### src/rtl/dma_arb_pkg.sv
// Package dma_arb_pkg
// Shared default sizes for the DMA channel selector.
// Assumes a power-of-two or small channel count, at least two channels.
package dma_arb_pkg;
    localparam int unsigned NUM_CH  = 4;
    localparam int unsigned CH_W    = $clog2(NUM_CH);
    localparam int unsigned PRIO_W  = 8;
    localparam int unsigned ROT_POS = 7;
endpackage

### src/rtl/chan_eligibility.sv
// Module chan_eligibility
// Combines the per-channel enable bits with the request lines.
// Assumes the enables sit in the low NUM_CH bits of the control byte.
module chan_eligibility #(
    parameter int unsigned NUM_CH = dma_arb_pkg::NUM_CH
) (
    input  logic [NUM_CH-1:0] en_bits,
    input  logic [NUM_CH-1:0] req,
    output logic [NUM_CH-1:0] elig
);
    // One AND gate per channel: enabled and requesting.
    for (genvar n = 0; n < NUM_CH; n++) begin : g_ch
        assign elig[n] = en_bits[n] & req[n];
    end
endmodule

### src/rtl/rot_pick.sv
// Module rot_pick
// Combinational search for the first eligible channel, starting one
// past a base channel and wrapping. Fixed order uses base = NUM_CH-1,
// so the search starts at channel 0. Assumes NUM_CH >= 2.
module rot_pick #(
    parameter int unsigned NUM_CH = dma_arb_pkg::NUM_CH,
    localparam int unsigned CW    = $clog2(NUM_CH)
) (
    input  logic [NUM_CH-1:0] elig,
    input  logic              rotate,
    input  logic [CW-1:0]     last_chan,
    output logic              any,
    output logic [CW-1:0]     win
);
    logic [CW-1:0]     base;
    logic [CW-1:0]     cand [NUM_CH];
    logic [NUM_CH-1:0] rot_elig;

    // Rotating order starts after the last-served channel, fixed order after the top one.
    assign base = rotate ? last_chan : CW'(NUM_CH - 1);

    // Search slot k looks at channel (base + 1 + k) mod NUM_CH.
    for (genvar k = 0; k < NUM_CH; k++) begin : g_slot
        logic [CW:0] sum;
        assign sum         = {1'b0, base} + (CW+1)'(k + 1);
        assign cand[k]     = (sum >= (CW+1)'(NUM_CH)) ? CW'(sum - (CW+1)'(NUM_CH)) : CW'(sum);
        assign rot_elig[k] = elig[cand[k]];
    end

    // Take the first eligible slot in search order.
    always_comb begin
        any = 1'b0;
        win = '0;
        for (int k = NUM_CH - 1; k >= 0; k--) begin
            if (rot_elig[k]) begin
                any = 1'b1;
                win = cand[k];
            end
        end
    end
endmodule

### src/rtl/last_served_reg.sv
// Module last_served_reg
// Holds the number of the most recently granted channel.
// Loads only when a strobe finds a winner. Synchronous active-low reset.
module last_served_reg #(
    parameter int unsigned CW        = dma_arb_pkg::CH_W,
    parameter logic [CW-1:0] RST_VAL = '1
) (
    input  logic          clk,
    input  logic          rst_n,
    input  logic          load,
    input  logic [CW-1:0] din,
    output logic [CW-1:0] q
);
    // Capture the winner; reset sets the top channel.
    always_ff @(posedge clk) begin
        if (!rst_n)    q <= RST_VAL;
        else if (load) q <= din;
    end
endmodule

### src/rtl/dma_chan_arbiter.sv
// Module dma_chan_arbiter
// Picks the next DMA channel to serve on each select strobe, using either
// fixed or rotating priority. The grant stays registered until the next
// strobe. Assumes the sequencer strobes only while it is idle.
module dma_chan_arbiter #(
    parameter int unsigned NUM_CH  = dma_arb_pkg::NUM_CH,
    parameter int unsigned PRIO_W  = dma_arb_pkg::PRIO_W,
    parameter int unsigned ROT_POS = dma_arb_pkg::ROT_POS,
    localparam int unsigned CW     = $clog2(NUM_CH)
) (
    input  logic              clk,
    input  logic              rst_n,
    input  logic [PRIO_W-1:0] prio_ctrl,
    input  logic [NUM_CH-1:0] xfer_req,
    input  logic              sel_strobe,
    output logic              grant_valid,
    output logic [CW-1:0]     grant_chan
);
    logic [NUM_CH-1:0] elig;
    logic              any;
    logic [CW-1:0]     win;
    logic [CW-1:0]     last_q;
    logic              rotate;

    assign rotate = prio_ctrl[ROT_POS];

    // Bits between the enables and the mode bit take no part in the decision.
    if (ROT_POS > NUM_CH) begin : g_spare
        logic unused_spare;
        assign unused_spare = ^prio_ctrl[ROT_POS-1:NUM_CH];
    end
    if (PRIO_W > ROT_POS + 1) begin : g_upper
        logic unused_upper;
        assign unused_upper = ^prio_ctrl[PRIO_W-1:ROT_POS+1];
    end

    chan_eligibility #(.NUM_CH(NUM_CH)) i_elig (
        .en_bits (prio_ctrl[NUM_CH-1:0]),
        .req     (xfer_req),
        .elig    (elig)
    );

    rot_pick #(.NUM_CH(NUM_CH)) i_pick (
        .elig      (elig),
        .rotate    (rotate),
        .last_chan (last_q),
        .any       (any),
        .win       (win)
    );

    last_served_reg #(.CW(CW), .RST_VAL(CW'(NUM_CH - 1))) i_last (
        .clk   (clk),
        .rst_n (rst_n),
        .load  (sel_strobe & any),
        .din   (win),
        .q     (last_q)
    );

    // Register the decision on a strobe; the channel number holds when nothing is eligible.
    always_ff @(posedge clk) begin
        if (!rst_n) begin
            grant_valid <= 1'b0;
            grant_chan  <= '0;
        end else if (sel_strobe) begin
            grant_valid <= any;
            if (any) grant_chan <= win;
        end
    end


    grant_eligible_chk: assert property (@(posedge clk) disable iff (!rst_n)
        sel_strobe |=> (!grant_valid || ((($past(elig) >> grant_chan) & NUM_CH'(1)) != '0)));


    none_invalid_chk: assert property (@(posedge clk) disable iff (!rst_n)
        (sel_strobe && elig == '0) |=> (!grant_valid && $stable(grant_chan)));


    fixed_lowest_chk: assert property (@(posedge clk) disable iff (!rst_n)
        (sel_strobe && !rotate && elig != '0) |=>
            (($past(elig) & ((NUM_CH'(1) << grant_chan) - NUM_CH'(1))) == '0));


    rotate_demote_chk: assert property (@(posedge clk) disable iff (!rst_n)
        (sel_strobe && rotate && $countones(elig) > 1) |=> (grant_chan != $past(last_q)));


    last_update_chk: assert property (@(posedge clk) disable iff (!rst_n)
        (sel_strobe && elig != '0) |=> (last_q == grant_chan));


    hold_chk: assert property (@(posedge clk) disable iff (!rst_n)
        !sel_strobe |=> ($stable(grant_valid) && $stable(grant_chan)));
endmodule

### config.mk
export PLATFORM = sky130hd
export DESIGN_NAME = dma_chan_arbiter
export DESIGN_NICKNAME = d
export VERILOG_FILES = /design/src/rtl/dma_arb_pkg.sv /design/src/rtl/chan_eligibility.sv /design/src/rtl/rot_pick.sv /design/src/rtl/last_served_reg.sv /design/src/rtl/dma_chan_arbiter.sv
export SDC_FILE = /design/constraint.sdc
export NUM_CORES = 1
export LEC_CHECK = 0
export ABC_AREA = 1
export ABC_CLOCK_PERIOD_IN_PS = 1600
export BUFFER_PORTS_ARGS = -buffer_cell sky130_fd_sc_hd__buf_2
export CORE_AREA = 10 10 47 49
export CTS_CLUSTER_DIAMETER = 30
export DETAILED_ROUTE_END_ITERATION = 8
export DIE_AREA = 0 0 57 59
export PLACE_DENSITY = 0.67
export SYNTH_ARGS = -nofsm -noshare
export SYNTH_HDL_FRONTEND = slang
export SYNTH_SLANG_ARGS = --single-unit
### constraint.sdc
create_clock -name clk -period 1.6 [get_ports clk]
set_input_delay 0.32 -clock clk [delete_from_list [all_inputs] [get_ports clk]]
set_output_delay 0.32 -clock clk [all_outputs]
set_load 0.01 [all_outputs]
Word-level counts from Yosys, hierarchy flattened
Cells that the tools add are included.
{"block": "totals", "regBits": 5, "wordCells": 46, "input_bits": 15, "output_inout_bits": 3}
{"block": "op_classes", "n_mux": 21, "add_sub_neg": 8, "bitwise": 5, "order_cmp": 8, "reduce_logical": 1}
{"operator": "2-bit two-way mux", "count": 9}
{"operator": "3-bit >= comparator (second input constant)", "count": 4}
{"operator": "2-bit by 3-bit < comparator with 1-bit output (second input constant)", "count": 4}
{"operator": "1-bit binary-select mux with 2-bit select", "count": 4}
{"operator": "1-bit two-way mux", "count": 8}
{"operator": "2-bit by 1-bit subtractor with 2-bit output (second input constant)", "count": 4}
{"operator": "2-bit by 2-bit adder with 3-bit output (second input constant)", "count": 2}
{"operator": "1-bit bitwise AND", "count": 5}
{"operator": "2-bit by 1-bit adder with 3-bit output (second input constant)", "count": 1}
{"operator": "2-bit by 3-bit adder with 3-bit output (second input constant)", "count": 1}
{"operator": "2-bit AND reduction", "count": 1}

Logic depth before layout (Yosys ltp)
{"block": "depth", "depth_word": 11, "depth_mapped": 12, "mapped_depth_nobuf": 11}

Cells and area by module
From an unflattened synthesis, not the netlist that was laid out.
{"block": "hier_totals", "cells_unflattened": 84, "hier_area_um2": 461.7}
{"module": "rot_pick", "instances": 1, "cells_per_inst": 49, "seq_area_each_um2": 0.0, "area_per_inst_um2": 240.2}
{"module": "dma_chan_arbiter", "instances": 1, "cells_per_inst": 18, "seq_area_each_um2": 60.1, "area_per_inst_um2": 122.6}
{"module": "last_served_reg", "instances": 1, "cells_per_inst": 9, "seq_area_each_um2": 40.0, "area_per_inst_um2": 68.8}
{"module": "chan_eligibility", "instances": 1, "cells_per_inst": 8, "seq_area_each_um2": 0.0, "area_per_inst_um2": 30.0}

Worst setup path before layout
Ideal clock, no wire load.
{"block": "synth_path", "path_kind": "register -> register", "from": "register i_last.q[0]", "to": "register i_last.q[0]", "t_arrival_ps": 1184, "path_stages_with_launch": 11, "setup_ps": 117, "t_required_ps": 1483, "period_less_slack_ps": 1301, "setup_slack_ps": 299, "path_buffers": 1, "cell_sequence": "dfxtp_1 inv_2 nand2_2 buf_6 nand2_1 nand2_2 nor2_2 a21oi_4 inv_2 a21oi_1 nand2_1"}
{"block": "synth_between", "elab_chain_cells": 11, "elab_cells_between_ends": 34, "classes_between": "add/sub: 8; order compare: 4; mux: 21; bitwise: 1"}
{"item": "start, declared", "line": "last_served_reg.sv:12", "source": "output logic [CW-1:0] q"}
{"item": "start signal, assigned", "line": "last_served_reg.sv:17", "source": "else if (load) q <= din;"}
{"item": "2-bit two-way mux *", "line": "rot_pick.sv:20", "source": "assign base = rotate ? last_chan : CW'(NUM_CH - 1);"}
{"item": "2-bit by 3-bit adder with 3-bit output", "line": "rot_pick.sv:25", "source": "assign sum = {1'b0, base} + (CW+1)'(k + 1);"}
{"item": "3-bit >= comparator or 2-bit by 1-bit subtractor with 2-bit output (tied branches)", "line": "rot_pick.sv:26", "source": "assign cand[k] = (sum >= (CW+1)'(NUM_CH)) ? CW'(sum - (CW+1)'(NUM_CH)) : CW'(sum);"}
{"item": "2-bit two-way mux", "line": "rot_pick.sv:26"}
{"item": "1-bit binary-select mux with 2-bit select", "line": "rot_pick.sv:27", "source": "assign rot_elig[k] = elig[cand[k]];"}
{"item": "1-bit two-way mux (implied by the code)", "line": "rot_pick.sv:27"}
{"item": "1-bit two-way mux (4 in series)", "line": "rot_pick.sv:35", "source": "if (rot_elig[k]) begin"}
{"item": "1-bit bitwise AND", "line": "dma_chan_arbiter.sv:54", "source": ".load (sel_strobe & any),"}
Mark *: on every way between the ends. The rest lies on a longest branch, timed or not. The select of a mux whose other input is x is not followed.
A chain may end at the register's enable or synchronous reset.

Final worst setup path
Same ends and word-level chain as after synthesis.

==> reports/metrics.yaml <==
outcome:
  status: "finished clean"
grt:
  grt_max_degree: 12
  grt_usage_pct: 5.76
  gr-total-overflow: 0
  grt_pass1_wl_um: 1640
  grt_pass1_vias: 466
  antenna_found_initial: 0
yosys:
  yosys-top-cells-area: "nand2_1 (30%), dfxtp_1 (22%), inv_1 (7.5%)"
  synth_edf_count: 0
  netlist_area_um2: 449
  async_flop_share_pct: 0
  yosysMostFrequentCell: "nand2_1"
  netlist.area_leader.share_pct: 30.1
  avgSynthCellArea_um2: 5.61
  synth_top_cell_by_area: "nand2_1"
  synthTopCellsByCount: "nand2_1 (36), inv_1 (9), nand3_1 (6), dfxtp_1 (5)"
  ys_seq_elements: 5
  syn-num-nets: 95
  yosys_warnings: 0
  synth_cell_types: 17
  syn_inst: 80
  yosysSeqAreaShare_pct: 22.3
  ys.flop_type: "dfxtp_1"
drt:
  dr.pass1.iters: 4
  post_drt_wl_per_cell_um: 8.81
  via_count: 508
  drtAntennaViolNets: 0
  routed_wl_um: 995
  drtIter0Drc: 10
  viasPerCell: 4.50
  drc: 0
place:
  port_buffers: 14
  dp_worst_setup_slack_ps: 106
  hpwl_um: 848
  globalplace.congestion: 0.784
  post-place-cells: 109
finish:
  instances_no_fill: 113
  drive_above_1_share_pct: 28.9
  final_util_pct: 39.9
  antenna_cells: 0
  fin_nets: 113
  nFillCells: 158
  area_growth_pct: 24.5
floorplan:
  rows: 14
  coreArea_um2: 1400
  die_area_um2: 3360
  die_height_um: 59
  start_util_pct: 32.1
  ios: 18
  die_w_um: 57
setup_path:
  worstSetupEndpointType: "flip-flop"
  critPathMostFrequentCell: "nand2_1"
  critPathLaunchType: "flip-flop"
  path_class: "reg2reg"
  critPathRequiredTime_ps: 1730
  crit_slowest_cell: "dfxtp_1"
  crit_chain: "inv_2 -> nand2_4 -> nand2_1 -> nand2_1 -> nand2_1 -> inv_1 -> a21oi_4 -> inv_2 -> a21oi_1 -> nand2_1"
  cpPeakStageDelay_ps: 340
  arrival_ps: 1540
  worstPathMaxFanout: 11
power:
  p_int_w: 0.000300
  combPwrFrac_pct: 36.9
  clkPwrFrac_pct: 30.7
  power.switching_w: 0.000165
  seqPwrFrac_pct: 32.4
  p_leak_nw: 0.337
  peakVddDrop_uv: 409
  p_per_area_nw_per_um2: 832
  swShare_pct: 35.4
min_path:
  hold_class: "in2reg"
clock_network:
  cts-buffers-inserted: 3
  cts_max_level: 1
  cts-root-buf: "clkbuf_4"
  cts-resized-gates: 0
  cts_sinks: 5
  cts.clk_slew.worst_paths_ps: 40
  cts_tree: "yes"
  clock_path_buffers: 2
  ctsHoldBuffers: 0
  post_cts_buffers: 0
  clk_latency_ps: 240
sta:
  relSlewSlack_pct: 86.0
  slew_viol_final: 0
  fin_skew_ps: 0.682
  period_needed_ps: 1410
  post-route-worst-setup-slack_ps: 194
  rsz0062_at_grt: "false"
  fmax_ghz: 0.711
  tightestPinTransition_ps: 209
  finalSetupTns_ps: 0
  hold_violations: 0
  setup_violations: 0
  period_share_pct: 87.9
job:
  maxCapViolCount: 0
[final cells by class]
class	count	area (um2)	share of cell area, %
tap	16	20.0	3.58
sequential	5	100	17.9
inverter	11	41.3	7.38
clock buffer	4	26.3	4.70
multi-input combinational	63	302	53.9
timing repair buffer	14	70.1	12.5
[worst max-delay path, delay by kind of cell, from the launching register on]
kind / cells / cell delay (ps)
AOI/OAI and AO/OA: 2 / 280
buffers and inverters: 3 / 250
DFF: 1 / 340
and+or+nand+nor: 5 / 420
[cell families after synthesis]
kind of cell,share of synthesized area [%]
AO/OA/AOI/OAI,14.5
buffers and inverters,11.7
flip-flops,22.3
AND/OR/NAND/NOR,51.5
[layout by cell type (no fill, tap or decap)]
| master | synthesis | routed |
|---|---|---|
| nand2_4 | 0 | 1 |
| o211ai_1 | 1 | 1 |
| a21oi_4 | 1 | 1 |
| clkbuf_4 | 0 | 3 |
| nand2_1 | 36 | 36 |
| inv_2 | 2 | 2 |
| nor2_1 | 3 | 3 |
| inv_1 | 9 | 9 |
| nand2_2 | 4 | 3 |
| nor2_2 | 3 | 3 |
| clkbuf_1 | 0 | 1 |
| buf_2 | 0 | 14 |
| nand3_1 | 6 | 6 |
| o21ai_2 | 1 | 1 |
| nand4_1 | 1 | 1 |
| nor3_1 | 1 | 1 |
| o21bai_1 | 1 | 1 |
| o21ai_1 | 1 | 1 |
| a21oi_1 | 4 | 4 |
| dfxtp_1 | 5 | 5 |
[final timing paths]
kind	endpoint	cells past startpoint	slack, ps	start
worst max-delay path	i_last.q[0]$_SDFFE_PN1P_	10	190	i_last.q[0]$_SDFFE_PN1P_
worst min-delay path	i_last.q[1]$_SDFFE_PN1P_	2	300	rst_n
worst max register to register	i_last.q[0]$_SDFFE_PN1P_	10	190	i_last.q[0]$_SDFFE_PN1P_
worst min register to register	grant_valid$_SDFFE_PN0P_	2	460	grant_valid$_SDFFE_PN0P_
[sequential cells by signal (all words and copies together) (netlist names)]
name and flops:
grant_valid 1, grant_chan 2, i_last.q 2
[through the flow]
step | hold WS [ps] | area [um2] | total power, W
global placement | 451 | 528 | 0.000321
finish | 296 | 559 | 0.000465
floorplan | 419 | 449 | 0.000283
CTS | 293 | 554 | 0.000470
global route | 313 | 559 | 0.000505
detailed placement | 460 | 528 | 0.000322
[layer usage]
layer	vias to the layer above	part of all wire [%]	GRT usage, %
li1	284	-	-
met1	212	45	5.96
met2	12	47	9.46
met3	0	7.3	2.79
met4	0	0	3.02
met5	-	0	0
[power groups by stage]
stage / combinational (W) / clock [W] / sequential [W]
after detailed placement: 0.000170 / 0 / 0.000153
final: 0.000172 / 0.000143 / 0.000151
after global placement: 0.000170 / 0 / 0.000152
after CTS: 0.000170 / 0.000149 / 0.000151
after floorplan: 0.000127 / 0 / 0.000155
after global routing: 0.000197 / 0.000155 / 0.000153
Power figures use the tool's default switching activity.
